**src/rtl/loop_ctrl_pkg.sv**
```systemverilog
package loop_ctrl_pkg;

  typedef enum logic [2:0] {
    ST_IDLE   = 3'd0,
    ST_INIT   = 3'd1,
    ST_LAUNCH = 3'd2,
    ST_WAIT   = 3'd3,
    ST_GAP1   = 3'd4,
    ST_GAP2   = 3'd5,
    ST_FIN    = 3'd6
  } lc_state_e;

  localparam logic MODE_COUNT = 1'b0;
  localparam logic MODE_COND  = 1'b1;

endpackage

```
**src/rtl/loop_seq.sv**
```systemverilog
module loop_seq
  import loop_ctrl_pkg::*;
#(
  parameter int CNT_W    = 32,
  parameter bit HAS_INIT = 1'b1
) (
  input  logic                    clk,
  input  logic                    rst,
  input  logic                    start,
  input  logic                    mode,
  input  logic signed [CNT_W-1:0] count,
  input  logic                    body_done,
  input  logic                    stop_flag,
  output logic                    body_start,
  output logic                    busy,
  output logic                    done,
  output logic                    evt_accept,
  output logic                    evt_zero,
  output logic                    evt_load,
  output logic                    evt_capture,
  output logic                    evt_last
);

  localparam logic signed [CNT_W-1:0] TRIP_ONE = CNT_W'(1);

  lc_state_e               state;
  logic                    mode_q;
  logic signed [CNT_W-1:0] remain;
  logic                    final_trip;

  // a count loop with a non-positive trip count never launches the body
  function automatic logic trips_empty(input logic signed [CNT_W-1:0] n);
    return n <= $signed(CNT_W'(0));
  endfunction

  // exit decision taken on the completion cycle
  function automatic logic is_final(input logic md,
                                    input logic stp,
                                    input logic signed [CNT_W-1:0] left);
    return (md == MODE_COND) ? stp : (left == TRIP_ONE);
  endfunction

  assign evt_accept  = (state == ST_IDLE) && start;
  assign evt_zero    = evt_accept && (mode == MODE_COUNT) && trips_empty(count);
  assign evt_load    = (state == ST_INIT);
  assign evt_capture = (state == ST_WAIT) && body_done;
  assign final_trip  = is_final(mode_q, stop_flag, remain);
  assign evt_last    = evt_capture && final_trip;

  assign body_start  = (state == ST_LAUNCH);
  assign done        = (state == ST_FIN);
  assign busy        = (state != ST_IDLE) && (state != ST_FIN);

  always_ff @(posedge clk) begin
    if (rst) begin
      state  <= ST_IDLE;
      mode_q <= MODE_COUNT;
      remain <= '0;
    end else begin
      case (state)
        ST_IDLE: begin
          if (start) begin
            mode_q <= mode;
            remain <= count;
            if (evt_zero) begin
              state <= ST_FIN;
            end else if (HAS_INIT) begin
              state <= ST_INIT;
            end else begin
              state <= ST_LAUNCH;
            end
          end
        end
        ST_INIT:   state <= ST_LAUNCH;
        ST_LAUNCH: state <= ST_WAIT;
        ST_WAIT: begin
          if (body_done) begin
            if (mode_q == MODE_COUNT) begin
              remain <= remain - TRIP_ONE;
            end
            state <= final_trip ? ST_FIN : ST_GAP1;
          end
        end
        ST_GAP1:   state <= ST_GAP2;
        ST_GAP2:   state <= ST_LAUNCH;
        ST_FIN:    state <= ST_IDLE;
        default:   state <= ST_IDLE;
      endcase
    end
  end

endmodule

```
**src/rtl/loop_index.sv**
```systemverilog
module loop_index #(
  parameter int IDX_W = 32
) (
  input  logic                    clk,
  input  logic                    rst,
  input  logic                    clear,
  input  logic                    step,
  output logic signed [IDX_W-1:0] idx
);

  localparam logic signed [IDX_W-1:0] IDX_MAX = {1'b0, {(IDX_W-1){1'b1}}};
  localparam logic signed [IDX_W-1:0] IDX_ONE = IDX_W'(1);

  // increment that sticks at the largest positive value
  function automatic logic signed [IDX_W-1:0] sat_step(input logic signed [IDX_W-1:0] v);
    return (v == IDX_MAX) ? v : v + IDX_ONE;
  endfunction

  always_ff @(posedge clk) begin
    if (rst || clear) begin
      idx <= '0;
    end else if (step) begin
      idx <= sat_step(idx);
    end
  end

endmodule

```
**src/rtl/loop_carry.sv**
```systemverilog
module loop_carry #(
  parameter int CW       = 32,
  parameter int NC       = 2,
  parameter bit HAS_INIT = 1'b1
) (
  input  logic             clk,
  input  logic             rst,
  input  logic             load,
  input  logic             capture,
  input  logic [NC*CW-1:0] init_vals,
  input  logic [NC*CW-1:0] next_vals,
  output logic [NC*CW-1:0] vals
);

  for (genvar g = 0; g < NC; g++) begin : g_lane
    logic [CW-1:0] lane_q;

    if (HAS_INIT) begin : g_init
      always_ff @(posedge clk) begin
        if (rst) begin
          lane_q <= '0;
        end else if (load) begin
          lane_q <= init_vals[g*CW +: CW];
        end else if (capture) begin
          lane_q <= next_vals[g*CW +: CW];
        end
      end
    end else begin : g_noinit
      logic unused_load;
      assign unused_load = load ^ (^init_vals[g*CW +: CW]);
      always_ff @(posedge clk) begin
        if (rst) begin
          lane_q <= '0;
        end else if (capture) begin
          lane_q <= next_vals[g*CW +: CW];
        end
      end
    end

    assign vals[g*CW +: CW] = lane_q;
  end

endmodule

```
**src/rtl/loop_iter_ctrl.sv**
```systemverilog
module loop_iter_ctrl #(
  parameter int CW       = 32,
  parameter int NC       = 2,
  parameter int IDX_W    = 32,
  parameter int CNT_W    = 32,
  parameter bit HAS_INIT = 1'b1
) (
  input  logic                    clk,
  input  logic                    rst,
  input  logic                    start,
  input  logic                    mode,
  input  logic signed [CNT_W-1:0] count,
  input  logic [NC*CW-1:0]        init_vals,
  output logic                    body_start,
  input  logic                    body_done,
  input  logic                    stop_flag,
  input  logic [NC*CW-1:0]        body_next,
  output logic [NC*CW-1:0]        carry_out,
  output logic signed [IDX_W-1:0] iter_idx,
  output logic                    busy,
  output logic                    done
);

  logic evt_accept;
  logic evt_zero;
  logic evt_load;
  logic evt_capture;
  logic evt_last;

  loop_seq #(
    .CNT_W   (CNT_W),
    .HAS_INIT(HAS_INIT)
  ) u_seq (
    .clk        (clk),
    .rst        (rst),
    .start      (start),
    .mode       (mode),
    .count      (count),
    .body_done  (body_done),
    .stop_flag  (stop_flag),
    .body_start (body_start),
    .busy       (busy),
    .done       (done),
    .evt_accept (evt_accept),
    .evt_zero   (evt_zero),
    .evt_load   (evt_load),
    .evt_capture(evt_capture),
    .evt_last   (evt_last)
  );

  loop_index #(
    .IDX_W(IDX_W)
  ) u_index (
    .clk  (clk),
    .rst  (rst),
    .clear(evt_accept),
    .step (evt_capture),
    .idx  (iter_idx)
  );

  loop_carry #(
    .CW      (CW),
    .NC      (NC),
    .HAS_INIT(HAS_INIT)
  ) u_carry (
    .clk      (clk),
    .rst      (rst),
    .load     (evt_load),
    .capture  (evt_capture),
    .init_vals(init_vals),
    .next_vals(body_next),
    .vals     (carry_out)
  );

endmodule

```
**config.mk**
```make
export PLATFORM = sky130hd
export DESIGN_NAME = loop_iter_ctrl
export DESIGN_NICKNAME = d
export VERILOG_FILES = /design/src/rtl/loop_ctrl_pkg.sv /design/src/rtl/loop_seq.sv /design/src/rtl/loop_index.sv /design/src/rtl/loop_carry.sv /design/src/rtl/loop_iter_ctrl.sv
export SDC_FILE = /design/constraint.sdc
export NUM_CORES = 1
export LEC_CHECK = 0
export ABC_AREA = 1
export BUFFER_PORTS_ARGS = -buffer_cell sky130_fd_sc_hd__buf_2
export CORE_UTILIZATION = 51
export DETAILED_ROUTE_END_ITERATION = 7
export HOLD_SLACK_MARGIN = 0.03
export PLACE_DENSITY = 0.88
export SYNTH_ARGS = -nofsm -noshare
export SYNTH_HDL_FRONTEND = slang
export SYNTH_HIERARCHICAL = 1
export SYNTH_SLANG_ARGS = --single-unit
```
**constraint.sdc**
```tcl
create_clock -name clk -period 2.4 [get_ports clk]
set_input_delay 0.12 -clock clk [delete_from_list [all_inputs] [get_ports clk]]
set_output_delay 0.12 -clock clk [all_outputs]
set_load 0.01 [all_outputs]
```
## Word-level counts from Yosys, hierarchy flattened

Cells that the tools add are included.

| storage, ports and cells | value |
|---|---|
| output and inout port bits | 99 |
| ROM bits | 0 |
| latch bits | 0 |
| bits in registers | 132 |
| bits of input ports | 166 |
| memories | 0 |
| bits in writable memories | 0 |
| word-level logic and storage cells | 52 |

| operators by class | value |
|---|---|
| reductions and logical operators | 15 |
| div/mod/pow operators | 0 |
| bitwise operators | 2 |
| magnitude comparators | 1 |
| equal/unequal tests | 12 |
| muxes and demuxes | 14 |
| shifts and indexed selects | 0 |
| multipliers | 0 |
| $add $sub $neg | 2 |

Operators by type and width:

| cell | number |
|---|---|
| $mux W32 | 7 |
| $pmux W32 S2 | 1 |
| $add A32 B2 Y32 const B | 1 |
| $eq A32 B2 Y1 const B | 1 |
| $eq A32 B32 Y1 const B | 1 |
| $le A32 B1 Y1 const B | 1 |
| $sub A32 B2 Y32 const B | 1 |
| $pmux W3 S5 | 1 |
| $eq A3 B3 Y1 const B | 3 |
| $mux W3 | 3 |
| $eq A3 B2 Y1 const B | 2 |
| $ne A2 B2 Y1 const B | 3 |
| $reduce_and A2 Y1 | 3 |
| $logic_and A1 B1 Y1 | 5 |
| $reduce_and A4 Y1 | 1 |
| $reduce_bool A2 Y1 | 2 |
| $eq A3 B1 Y1 const B | 1 |
| $logic_not A3 Y1 | 1 |
| $ne A3 B3 Y1 const B | 1 |
| $reduce_bool A3 Y1 | 1 |
| $mux W2 | 1 |
| $not A1 Y1 | 2 |
| $reduce_or A2 Y1 | 1 |
| $logic_or A1 B1 Y1 | 1 |
| $mux W1 | 1 |

## Depth between registers and ports, before layout

| logic depth | value |
|---|---|
| word-level depth | 7 |
| mapped depth | 12 |
| gate-level depth less buffers | 12 |

## Hierarchy

Netlist, hierarchy kept.

Modules (own cells, without submodules):

| module | cells each | times used | area each (um^2) | seq. area each (um^2) |
|---|---|---|---|---|
| loop_carry | 483 | 1 | 3076.7 | 1281.2 |
| loop_seq | 483 | 1 | 2722.6 | 720.7 |
| loop_index | 344 | 1 | 2040.7 | 640.6 |

## Worst setup path after synthesis

Ideal clock, no wire load.

| path | value |
|---|---|
| path kind | flip-flop to flip-flop |
| from | reg u_seq.state[2] |
| to | reg u_index.idx[31] |
| cell stages (with the launch flop) | 11 |
| setup time | 0.115 ns |
| required time | 2.285 ns |
| path buffers | 2 |
| slack | 0.468 ns |
| arrival | 1.817 ns |
| clock period less this slack | 1.932 ns |
| path through | dfxtp_1 inv_2 nand3_4 clkbuf_1 nor2_1 buf_1 nand4_1 nor2_1 nand3_1 nand2_1 nor2_1 |

| on the way | value |
|---|---|
| longest elaborated chain between the ends | 3 |
| elaborated cells between the ends (all ways) | 6 |
| classes of those cells | eq/ne: 1; reduce/logical: 5 |

Ends and longest elaborated chain:

| what | RTL line | text |
|---|---|---|
| from (decl) | loop_seq.sv:26 | `lc_state_e state;` |
| from (signal assigned) | loop_seq.sv:81 | `state <= final_trip ? ST_FIN : ST_GAP1;` |
| $eq A3 B2 Y1 | loop_seq.sv:46 | `assign evt_capture = (state == ST_WAIT) && body_done;` |
| $logic_and A1 B1 Y1 | loop_seq.sv:46 |  |
| via evt_capture | loop_iter_ctrl.sv:27 | `logic evt_capture;` |
| $reduce_and A2 Y1 (no line) | - |  |
| to (signal assigned) | loop_index.sv:23 | `idx <= sat_step(idx);` |
| to (decl) | loop_index.sv:8 | `output logic signed [IDX_W-1:0] idx` |

The timed path passes the listed nets, and every way through them passes these cells.
A chain may end at the register's enable or synchronous reset.

## Worst setup path in the final report

| path | value |
|---|---|
| from | reg u_seq.state[2] |
| to | reg u_carry.g_lane[1].lane_q[15] |

| on the way | value |
|---|---|
| longest elaborated chain between the ends | 3 |
| elaborated cells between the ends (all ways) | 5 |
| classes of those cells | eq/ne: 2; mux: 1; reduce/logical: 2 |

Ends and longest elaborated chain:

| what | RTL line | text |
|---|---|---|
| $eq A3 B2 Y1 | loop_seq.sv:46 |  |
| $logic_and A1 B1 Y1 | loop_seq.sv:46 |  |
| via evt_capture | loop_iter_ctrl.sv:27 |  |
| $reduce_bool A2 Y1 (no line) | - |  |
| to (signal assigned) | loop_carry.sv:23 | `lane_q <= init_vals[g*CW +: CW];` |
| to (signal assigned) | loop_carry.sv:25 | `lane_q <= next_vals[g*CW +: CW];` |
| to (decl) | loop_carry.sv:16 | `logic [CW-1:0] lane_q;` |

The timed path passes the listed nets, and every way through them passes these cells.

==> impl_metrics.yaml <==
floorplanning:
  core_sq_mm: 0.0148
  fp.dieH_um: 126
  io_pins: 265
  initial_core_util_pct: 53.1
  num_rows: 44
  fp.dieW_um: 126
  die_area_sq_mm: 0.0159
clocking:
  cts_root_buf: "clkbuf_16"
  cts_sinks: 132
  path_clk_slew_ps: 60
  cts_max_level: 4
  clock_path_buffers: 2
  numCtsBuffers: 17
  cts_tree: "built"
  insertion_delay_ps: 430
placement:
  dpl.hpwl_um: 18000
  place_ws_ps: 628
  numPortBuffers: 264
  gp_congestion: 0.991
  placed_area_sq_mm: 0.00926
timing:
  fin_crit_sh_pct: 97.2
  setup_viol: 0
  min_period_ps: 2330
  fmax_mhz: 428
  timing.slew.headroom_pct: 57.5
  finalMaxSlewViolations: 0
  hold_viol: 0
  timing.hold.ws_ps: 33.8
  layout_setup_ws_ps: 66.3
  worst_pin_slew_ps: 638
  finalSetupTns_ps: 0
  skew_ps: 9.74
layout:
  seq_area_sq_mm: 0.00264
  utilization_pct: 73.8
  area_growth_pct: 38.9
  drive_above_1_share_pct: 21.3
  final_area_sq_mm: 0.0109
  multi_input_area_sq_mm: 0.00435
  fillers: 1148
  nNetsFinal: 1828
detailed_routing:
  vias: 10446
  wl_per_cell_um: 16.4
  drt-vias-per-instance: 5.62
  drcViolationCount: 1
  first_pass_iters: 8
  wl_um: 30500
  drt-initial-drc-count: 1386
  drtAntennaViolNets: 0
critical_path:
  path_max_fanout: 64
  cp_data_required_time_ps: 2760
  worstSetupEndpointType: "flip-flop"
  start_kind: "flip-flop"
  path_class: "reg2reg"
  rr_worst_depth: 10
  arrival_ps: 2700
grt:
  grt_pass1_wl_um: 48500
  grt_max_degree: 65
  overflow: 0
  antenna_found_initial: 9
  first_global_vias: 9730
  grt_usage_pct: 39.0
pwr:
  powerDensity_mw_per_mm2: 854
  irDropWorstVdd_v: 0.000703
  p_leak_nw: 5.60
min_path:
  hp-class: "in2reg"
  min_path_cells: 5
synth:
  synth_area_sq_mm: 0.00783
  yosys_warnings: 6
  syn_area_per_cell_sq_um: 5.99
  syn_inst: 1308
  synth_nets: 1477
status:
  outcome: "complete, but fails checks"
  violations: "DRC"
flow_run:
  drv_cap: 0
## worst max-delay path, stage by stage, from the launching register on
cell,delay (ps)
dfxtp_1,480
inv_2,90
nand3_4,90
nor2_4,70
nor2_4,100
buf_12,280
nand2_1,120
nand3_2,170
dlygate4sd3_1,610
nand2_1,90
inv_1,120
## cell usage in the layout (no fill, tap or decap), types with 2 or more instances in the layout
cell type      count
ha_1               3
clkbuf_1           2
buf_12             4
clkinvlp_4         3
nor3_2             2
a31oi_1            6
dfxtp_1          132
nand3_1          192
nand2_2            6
dlygate4sd3_1     98
nor2_1           196
nor2_2             6
clkinv_2           5
nor2_4             7
o211ai_1           6
nand3b_1          10
inv_2              6
o21ai_1            7
xor2_1             4
nor3_1             8
buf_4             23
o21ai_0           27
or2_2              3
inv_1            132
nand4_1           11
buf_2            264
a21oi_1           54
diode_2            3
clkbuf_8           4
xnor2_1            5
clkbuf_16         17
nand2_1          419
## what timing repair did
item,in CTS,in global routing
endpoints found under the hold margin,69,0
setup buffers,0,7
resized for setup,0,1
hold buffers,98,0
endpoints found under the setup margin,0,1
## stage by stage
step	cells	power [mW]
global placement	1719	6.08
floorplan	1308	5.28
CTS	1849	8.97
finish	1859	9.30
global route	1859	9.80
detailed placement	1719	6.15
## metal layers
layer  vias up  wire [um]  share of wire [%]  track usage, %
met5         -         45               0.15               0
met4         8       2230                7.3            27.1
met3       242       3950                 13            16.8
met2       810      13600                 45            61.3
met1      4556      10700                 35            42.5
li1       4830          -                  -               -
## area by class of cell
cell class	count	area share [%]
Tap cell	184	2.12
Inverter	140	4.85
Clock inverter	9	0.713
Multi-Input combinational cell	979	40.0
Antenna cell	3	0.0690
Sequential cell	132	24.3
Clock buffer	23	4.48
Timing Repair Buffer	389	23.5
## where the power goes
part	switching (mW)	internal (mW)
sequential	0.304	2.55
clock	1.01	1.52
combinational	2.44	1.47
total	3.75	5.54
## flip-flops by register name, indices dropped and copies added, names as in the netlist
register / count
u_seq/mode_q: 1
u_seq/remain: 32
u_index/idx: 32
u_carry/g_lane.lane_q: 64
u_seq/state: 3
## path summary, 6_finish.rpt
path / from / slack, ps / to
setup / recovery: u_seq/state[2]$_SDFFE_PP0P_ / 70 / u_carry/g_lane[1].lane_q[15]$_SDFFE_PP0P_
hold / removal: body_next[39] / 30 / u_carry/g_lane[1].lane_q[7]$_SDFFE_PP0P_
setup reg to reg: u_seq/state[2]$_SDFFE_PP0P_ / 70 / u_carry/g_lane[1].lane_q[15]$_SDFFE_PP0P_
hold reg to reg: u_seq/remain[29]$_SDFFE_PP0P_ / 490 / u_seq/remain[29]$_SDFFE_PP0P_
Note: power is estimated with default switching activity, not from simulation.
